## config.mk

```make
export PLATFORM = sky130hd
export DESIGN_NAME = shadow_reg_bank
export DESIGN_NICKNAME = d
export VERILOG_FILES = /design/src/rtl/shadow_bank_pkg.sv /design/src/rtl/sb_cmd_ctrl.sv /design/src/rtl/sb_reg_slot.sv /design/src/rtl/sb_read_mux.sv /design/src/rtl/shadow_reg_bank.sv
export SDC_FILE = /design/constraint.sdc
export NUM_CORES = 2
export LEC_CHECK = 0
export ABC_AREA = 1
export ABC_CLOCK_PERIOD_IN_PS = 1530
export BUFFER_PORTS_ARGS = -buffer_cell sky130_fd_sc_hd__buf_2
export CORE_UTILIZATION = 50
export CTS_CLUSTER_DIAMETER = 120
export DETAILED_ROUTE_END_ITERATION = 10
export PLACE_DENSITY = 0.78
export SKIP_CTS_REPAIR_TIMING = 1
export SLEW_MARGIN = 20
export SYNTH_ARGS = -nofsm -noshare
export SYNTH_HDL_FRONTEND = slang
export SYNTH_HIERARCHICAL = 1
export SYNTH_SLANG_ARGS = --single-unit
```

## constraint.sdc

```tcl
create_clock -name clk -period 1.53 [get_ports clk]
set_clock_uncertainty 0.05 [all_clocks]
set_input_delay 0.0765 -clock clk [delete_from_list [all_inputs] [get_ports clk]]
set_output_delay 0.0765 -clock clk [all_outputs]
set_load 0.005 [all_outputs]
```

## src/rtl/shadow_bank_pkg.sv

```systemverilog
package shadow_bank_pkg;
  localparam int unsigned CMD_ADDR   = 0;
  localparam int unsigned RDSEL_ADDR = 1;
  localparam int unsigned REG_BASE   = 2;
  localparam int unsigned UPD_SHIFT  = 8;

  typedef enum logic { COPIES_TWO = 1'b0, COPIES_THREE = 1'b1 } copies_e;

  function automatic int unsigned group_of(input int unsigned idx, input int unsigned groups);
    return idx % groups;
  endfunction
endpackage

```

## src/rtl/sb_cmd_ctrl.sv

```systemverilog
module sb_cmd_ctrl import shadow_bank_pkg::*; #(
  parameter int unsigned GROUPS = 4,
  parameter int unsigned DATA_W = 32
) (
  input  logic              clk,
  input  logic              rst,
  input  logic              cmd_wr,
  input  logic [DATA_W-1:0] cmd_wdata,
  input  logic              stop_mode,
  input  logic              frame_start,
  output logic [GROUPS-1:0] upd_req,
  output logic [GROUPS-1:0] xfer,
  output logic [GROUPS-1:0] pending
);
  logic [GROUPS-1:0] act_req;

  always_comb begin
    act_req = cmd_wr ? cmd_wdata[GROUPS-1:0] : '0;
    upd_req = cmd_wr ? cmd_wdata[UPD_SHIFT +: GROUPS] : '0;
    xfer    = (pending | act_req) & {GROUPS{stop_mode | frame_start}};
  end

  always_ff @(posedge clk) begin
    if (rst) pending <= '0;
    else     pending <= (pending | act_req) & ~xfer;
  end


  pending_rise_chk: assert property (@(posedge clk) disable iff (rst)
    !cmd_wr |=> ((pending & ~$past(pending)) == '0));


  stop_drains_chk: assert property (@(posedge clk) disable iff (rst)
    stop_mode |=> (pending == '0));
endmodule

```

## src/rtl/sb_reg_slot.sv

```systemverilog
module sb_reg_slot import shadow_bank_pkg::*; #(
  parameter int unsigned DATA_W = 32,
  parameter copies_e     COPIES = COPIES_TWO
) (
  input  logic              clk,
  input  logic              rst,
  input  logic              asm_we,
  input  logic [DATA_W-1:0] wdata,
  input  logic              upd,
  input  logic              xfer,
  output logic [DATA_W-1:0] asm_q,
  output logic [DATA_W-1:0] active_q
);
  logic [DATA_W-1:0] src;

  always_ff @(posedge clk) begin
    if (rst)         asm_q <= '0;
    else if (asm_we) asm_q <= wdata;
  end

  generate
    if (COPIES == COPIES_THREE) begin : g_arm
      logic [DATA_W-1:0] arm_q;
      always_ff @(posedge clk) begin
        if (rst)      arm_q <= '0;
        else if (upd) arm_q <= asm_q;
      end
      assign src = arm_q;


      arm_hold_chk: assert property (@(posedge clk) disable iff (rst)
        !upd |=> $stable(arm_q));


      active_from_arm_chk: assert property (@(posedge clk) disable iff (rst)
        xfer |=> (active_q == $past(arm_q)));
    end else begin : g_noarm
      logic unused_upd;
      assign unused_upd = upd;
      assign src = asm_q;


      active_from_asm_chk: assert property (@(posedge clk) disable iff (rst)
        xfer |=> (active_q == $past(asm_q)));
    end
  endgenerate

  always_ff @(posedge clk) begin
    if (rst)       active_q <= '0;
    else if (xfer) active_q <= src;
  end


  active_hold_chk: assert property (@(posedge clk) disable iff (rst)
    !xfer |=> $stable(active_q));
endmodule

```

## src/rtl/sb_read_mux.sv

```systemverilog
module sb_read_mux import shadow_bank_pkg::*; #(
  parameter int unsigned NUM_REGS = 8,
  parameter int unsigned GROUPS   = 4,
  parameter int unsigned DATA_W   = 32,
  parameter int unsigned ADDR_W   = 4
) (
  input  logic                       clk,
  input  logic                       rst,
  input  logic                       rd_en,
  input  logic [ADDR_W-1:0]          addr,
  input  logic                       rdsel,
  input  logic [GROUPS-1:0]          pending,
  input  logic [NUM_REGS*DATA_W-1:0] asm_flat,
  input  logic [NUM_REGS*DATA_W-1:0] act_flat,
  output logic [DATA_W-1:0]          rdata
);
  logic [DATA_W-1:0] rd_d;

  always_comb begin
    rd_d = '0;
    if (addr == ADDR_W'(CMD_ADDR)) begin
      rd_d[GROUPS-1:0] = pending;
    end else if (addr == ADDR_W'(RDSEL_ADDR)) begin
      rd_d[0] = rdsel;
    end else begin
      for (int i = 0; i < NUM_REGS; i++) begin
        if (addr == ADDR_W'(REG_BASE + i))
          rd_d = rdsel ? asm_flat[i*DATA_W +: DATA_W] : act_flat[i*DATA_W +: DATA_W];
      end
    end
  end

  always_ff @(posedge clk) begin
    if (rst)        rdata <= '0;
    else if (rd_en) rdata <= rd_d;
  end


  rdata_hold_chk: assert property (@(posedge clk) disable iff (rst)
    !rd_en |=> $stable(rdata));
endmodule

```

## src/rtl/shadow_reg_bank.sv

```systemverilog
module shadow_reg_bank import shadow_bank_pkg::*; #(
  parameter int unsigned         DATA_W      = 32,
  parameter int unsigned         NUM_REGS    = 8,
  parameter int unsigned         GROUPS      = 4,
  parameter int unsigned         ADDR_W      = 4,
  parameter logic [NUM_REGS-1:0] TRIPLE_MASK = 'hF0
) (
  input  logic                       clk,
  input  logic                       rst,
  input  logic                       stop_mode,
  input  logic                       frame_start,
  input  logic                       wr_en,
  input  logic                       rd_en,
  input  logic [ADDR_W-1:0]          addr,
  input  logic [DATA_W-1:0]          wdata,
  output logic [DATA_W-1:0]          rdata,
  output logic [NUM_REGS*DATA_W-1:0] active_flat
);
  localparam int unsigned FLAT_W = NUM_REGS * DATA_W;

  logic                cmd_wr;
  logic                rdsel;
  logic [NUM_REGS-1:0] reg_we;
  logic [GROUPS-1:0]   upd_req;
  logic [GROUPS-1:0]   xfer;
  logic [GROUPS-1:0]   pending;
  logic [FLAT_W-1:0]   asm_flat;

  assign cmd_wr = wr_en && (addr == ADDR_W'(CMD_ADDR));

  always_ff @(posedge clk) begin
    if (rst)                                         rdsel <= 1'b0;
    else if (wr_en && addr == ADDR_W'(RDSEL_ADDR))   rdsel <= wdata[0];
  end

  sb_cmd_ctrl #(.GROUPS(GROUPS), .DATA_W(DATA_W)) u_cmd (
    .clk(clk), .rst(rst), .cmd_wr(cmd_wr), .cmd_wdata(wdata),
    .stop_mode(stop_mode), .frame_start(frame_start),
    .upd_req(upd_req), .xfer(xfer), .pending(pending)
  );

  generate
    for (genvar i = 0; i < NUM_REGS; i++) begin : g_slot
      localparam copies_e     KIND = TRIPLE_MASK[i] ? COPIES_THREE : COPIES_TWO;
      localparam int unsigned GRP  = group_of(i, GROUPS);

      assign reg_we[i] = wr_en && (addr == ADDR_W'(REG_BASE + i));

      sb_reg_slot #(.DATA_W(DATA_W), .COPIES(KIND)) u_slot (
        .clk(clk), .rst(rst), .asm_we(reg_we[i]), .wdata(wdata),
        .upd(upd_req[GRP]), .xfer(xfer[GRP]),
        .asm_q(asm_flat[i*DATA_W +: DATA_W]),
        .active_q(active_flat[i*DATA_W +: DATA_W])
      );
    end
  endgenerate

  sb_read_mux #(.NUM_REGS(NUM_REGS), .GROUPS(GROUPS), .DATA_W(DATA_W), .ADDR_W(ADDR_W)) u_rd (
    .clk(clk), .rst(rst), .rd_en(rd_en), .addr(addr), .rdsel(rdsel),
    .pending(pending), .asm_flat(asm_flat), .act_flat(active_flat), .rdata(rdata)
  );


  running_hold_chk: assert property (@(posedge clk) disable iff (rst)
    (!stop_mode && !frame_start) |=> $stable(active_flat));


  idle_frame_chk: assert property (@(posedge clk) disable iff (rst)
    (frame_start && !stop_mode && pending == '0 && !cmd_wr) |=> $stable(active_flat));
endmodule

```

==> out/qor.txt <==
Status - complete, but fails checks
Failing checks - negative hold slack, negative setup slack
Critical Path Source Type - flop
Synthesized area per cell - 6.372 um2
CORE AREA - 67280 um2
Area Overhead vs Synth - 22.44%
Post-synthesis mux area share - 0
CP delay by family, top - simple AND/OR/NAND/NOR gates
Critical Path RT - 1.99 ns
Slowest stage delay, CP - 0.37 ns
Post-synthesis adder-cell area fraction - 0
Pin count of the biggest net entering global routing - 97
Antenna violations before repair - 8
Hold WC Path Type - in -> reg
Clock Power Share - 0.461
Clk_lat worst skew - 0.64 ns
Sink Count - 677
Post-Syn Instances - 5337
Setup WS post-layout - -0.6995 ns
Crit path cell chain - buf_6 > buf_16 > buf_8 > buf_8 > nand2_1 > nand2_2 > nand2_2 > nand2_1 > inv_2 > nand2_2 > nor2_4 > nand4_1 > nand2_1 > a21oi_1
# IOs - 330
Post-DR wirelength/cell - 18.91 um
Pleak - 19.21 nW
Tot GR Track Use - 0.3494
Last element of the critical path - u_rd/rdata[19]
Port Buffers - 329
Setup crit end kind - flop
Compound-Gate Fraction of Synth Area - 0.04275
Buffers and inverters on the worst path - 5
Pre-CTS setup slack - -0.9647 ns
Fmax - 0.4485 GHz
Sequential area share after synthesis - 0.3985
Iteration-0 DRC count of the detailed router - 4531
Post-route ant nets - 0
GR Overflow Total - 0
First-pass GRT wire length - 183.4 mm
Max Cap Viol - 0
Via-to-Cell Ratio - 5.091
Post-synthesis register bit count - 677
Vias in the first global route - 29.97k
Setup TNS - -26.72 ns
First-pass DRT Iterations - 6
RSZ-0062 raised after global routing - true
CP Launch Point - rdsel
Slew @ Worst Pin - 0.6862 ns
Final setup vio count - 229
Synth Net Count - 5379
Worst-path fanout max - 7
Residual DRC - 0
Period utilization - 1.457
Initial Utilization - 0.5055
Power Density - 968.8 nW/um2
VDD IR max - 796.4 uV
Synth warn - 6
Sw Share - 0.2521
CTS tree - built
R2r worst-path depth - 14
Root Driver - clkbuf_16
Share of layout cells above drive strength 1 - 0.2265
Num CTS Buffers - 74
Flop pwr share - 0.451
Post-Synth XOR/XNOR Area - 0
Die Y - 262.8 um
Reg2Reg Setup Slack - -0.70 ns
Max_slew headroom - 0.5405
Std cell rows - 95
WP data arrival - 2.69 ns
GPL Wtd Cong - 1.003
Commonest non-fill, non-tap cell in the layout - nand2_1
Slowest CP cell - dfxtp_4
Critical path type - reg -> reg
Placed Instances - 6581
Sw Pwr - 10.17 mW
Crit path time final - 2.229 ns
Levels on crit path - 14
CTS H-tree lvls - 3
FF-to-FF End - u_rd/rdata[19]
Vias - 34.41k
Combinational share of power - 0.088
Library cells used by synthesis - 30
Die W - 262.8 um
Final Hold Vio Count - 5
Min Hold Slack - -0.01680 ns
DIE AREA - 69060 um2
Synthesized area - 34010 um2
Clock slew at reported path FFs - 0.06 ns
Post-Route WL - 127.8 mm
Main combinational cell family by area after synthesis - simple AND/OR/NAND/NOR gates
Max Transition Viols Final - 0
Simple-gate share of the synthesized area - 0.4094
Clk buf depth - 3
Fin nets - 5871
Layout Cells excl Fill - 6759
Internal power - 30.17 mW
Reg2Reg Launch Point - rdsel
Most frequent cells in the layout - 1681 x nand2_1, 1257 x nor2_1, 676 x dfxtp_1
Hpwl dp - 87.00 mm
power groups by stage:
stage | combinational [mW] | sequential [mW] | clock (mW)
floorplan | 2.01 | 18.5 | 0
global placement | 3.20 | 18.6 | 0
detailed placement | 3.24 | 18.6 | 0
CTS | 3.27 | 18.2 | 18.7
global route | 3.79 | 18.2 | 19.4
finish | 3.54 | 18.2 | 18.6
metal layers:
layer | vias to the layer above | track usage | share of wire
met5 | - | 0 | 0.00020
met4 | 4 | 0.1954 | 0.058
met3 | 296 | 0.06437 | 0.11
met2 | 1906 | 0.5320 | 0.44
met1 | 15630 | 0.4656 | 0.40
li1 | 16580 | - | -
through the flow:
stage | util | cell area, um2 | power, mW
floorplan | - | 34010 | 20.49
global placement | 0.5611 | 37750 | 21.77
detailed placement | 0.5611 | 37750 | 21.82
CTS | 0.5981 | 40240 | 40.15
global route | 0.6187 | 41630 | 41.41
finish | 0.6189 | 41640 | 40.34
final cells by class:
type | count | area, um2
Clock buffer | 96 | 2127
Fill cell | 5974 | 25640
Multi-Input combinational cell | 3677 | 16200
Inverter | 687 | 2591
Clock inverter | 32 | 367.9
Timing Repair Buffer | 712 | 5692
Antenna cell | 5 | 12.51
Tap cell | 873 | 1092
Sequential cell | 677 | 13560
worst register-to-register path: stages, from the launching register on:
cell     delay [ns]
dfxtp_4        0.37
buf_6          0.13
buf_16         0.15
buf_8          0.13
buf_8          0.13
nand2_1        0.08
nand2_2        0.08
nand2_2        0.09
nand2_1        0.06
inv_2          0.06
nand2_2        0.08
nor2_4         0.21
nand4_1        0.26
nand2_1        0.16
a21oi_1        0.07
state kept, by name, summed over array words and instances (netlist names):
| register | cells |
|---|---|
| rdsel | 1 |
| u_cmd/pending | 4 |
| u_rd/rdata | 32 |
| g_slot.u_slot/active_q | 256 |
| g_slot.u_slot/g_arm.arm_q | 128 |
| g_slot.u_slot/asm_q | 256 |
synth_stat cells (all sizes together):
cell type | instances | area [um2]
nand3 | 37 | 200.2
o21ai | 62 | 314.0
nand2 | 1898 | 7510
nor2 | 1416 | 5688
a31oi | 28 | 175.2
clkbuf | 16 | 60.06
nor3 | 1 | 5.000
nand4 | 15 | 93.84
buf | 280 | 2440
inv | 687 | 2579
o211ai | 57 | 427.9
o21bai | 2 | 15.01
or2 | 68 | 425.4
dfxtp | 677 | 13550
a21oi | 93 | 521.8
cells by family after synthesis:
kind of cell	after synthesis
AND/OR/NAND/NOR	3435
AO/OA/AOI/OAI	242
buffers and inverters	983
flip-flops	677
how the worst min path moves through the flow:
stage	slack (ns)	depth (start not counted)	end	from
2_1_floorplan	0.16	2	u_cmd/pending[2]	wdata[2]
6_report	-0.02	5	g_slot[6].u_slot/asm_q[12]	wdata[12]
3_5_place_dp	0.40	4	u_cmd/pending[1]	stop_mode
4_1_cts	-0.28	4	u_cmd/pending[0]	stop_mode
3_3_place_gp	0.40	3	u_cmd/pending[2]	wdata[2]
5_1_grt	0.006	5	g_slot[2].u_slot/asm_q[28]	wdata[28]
Power figures use the tool's default switching activity.
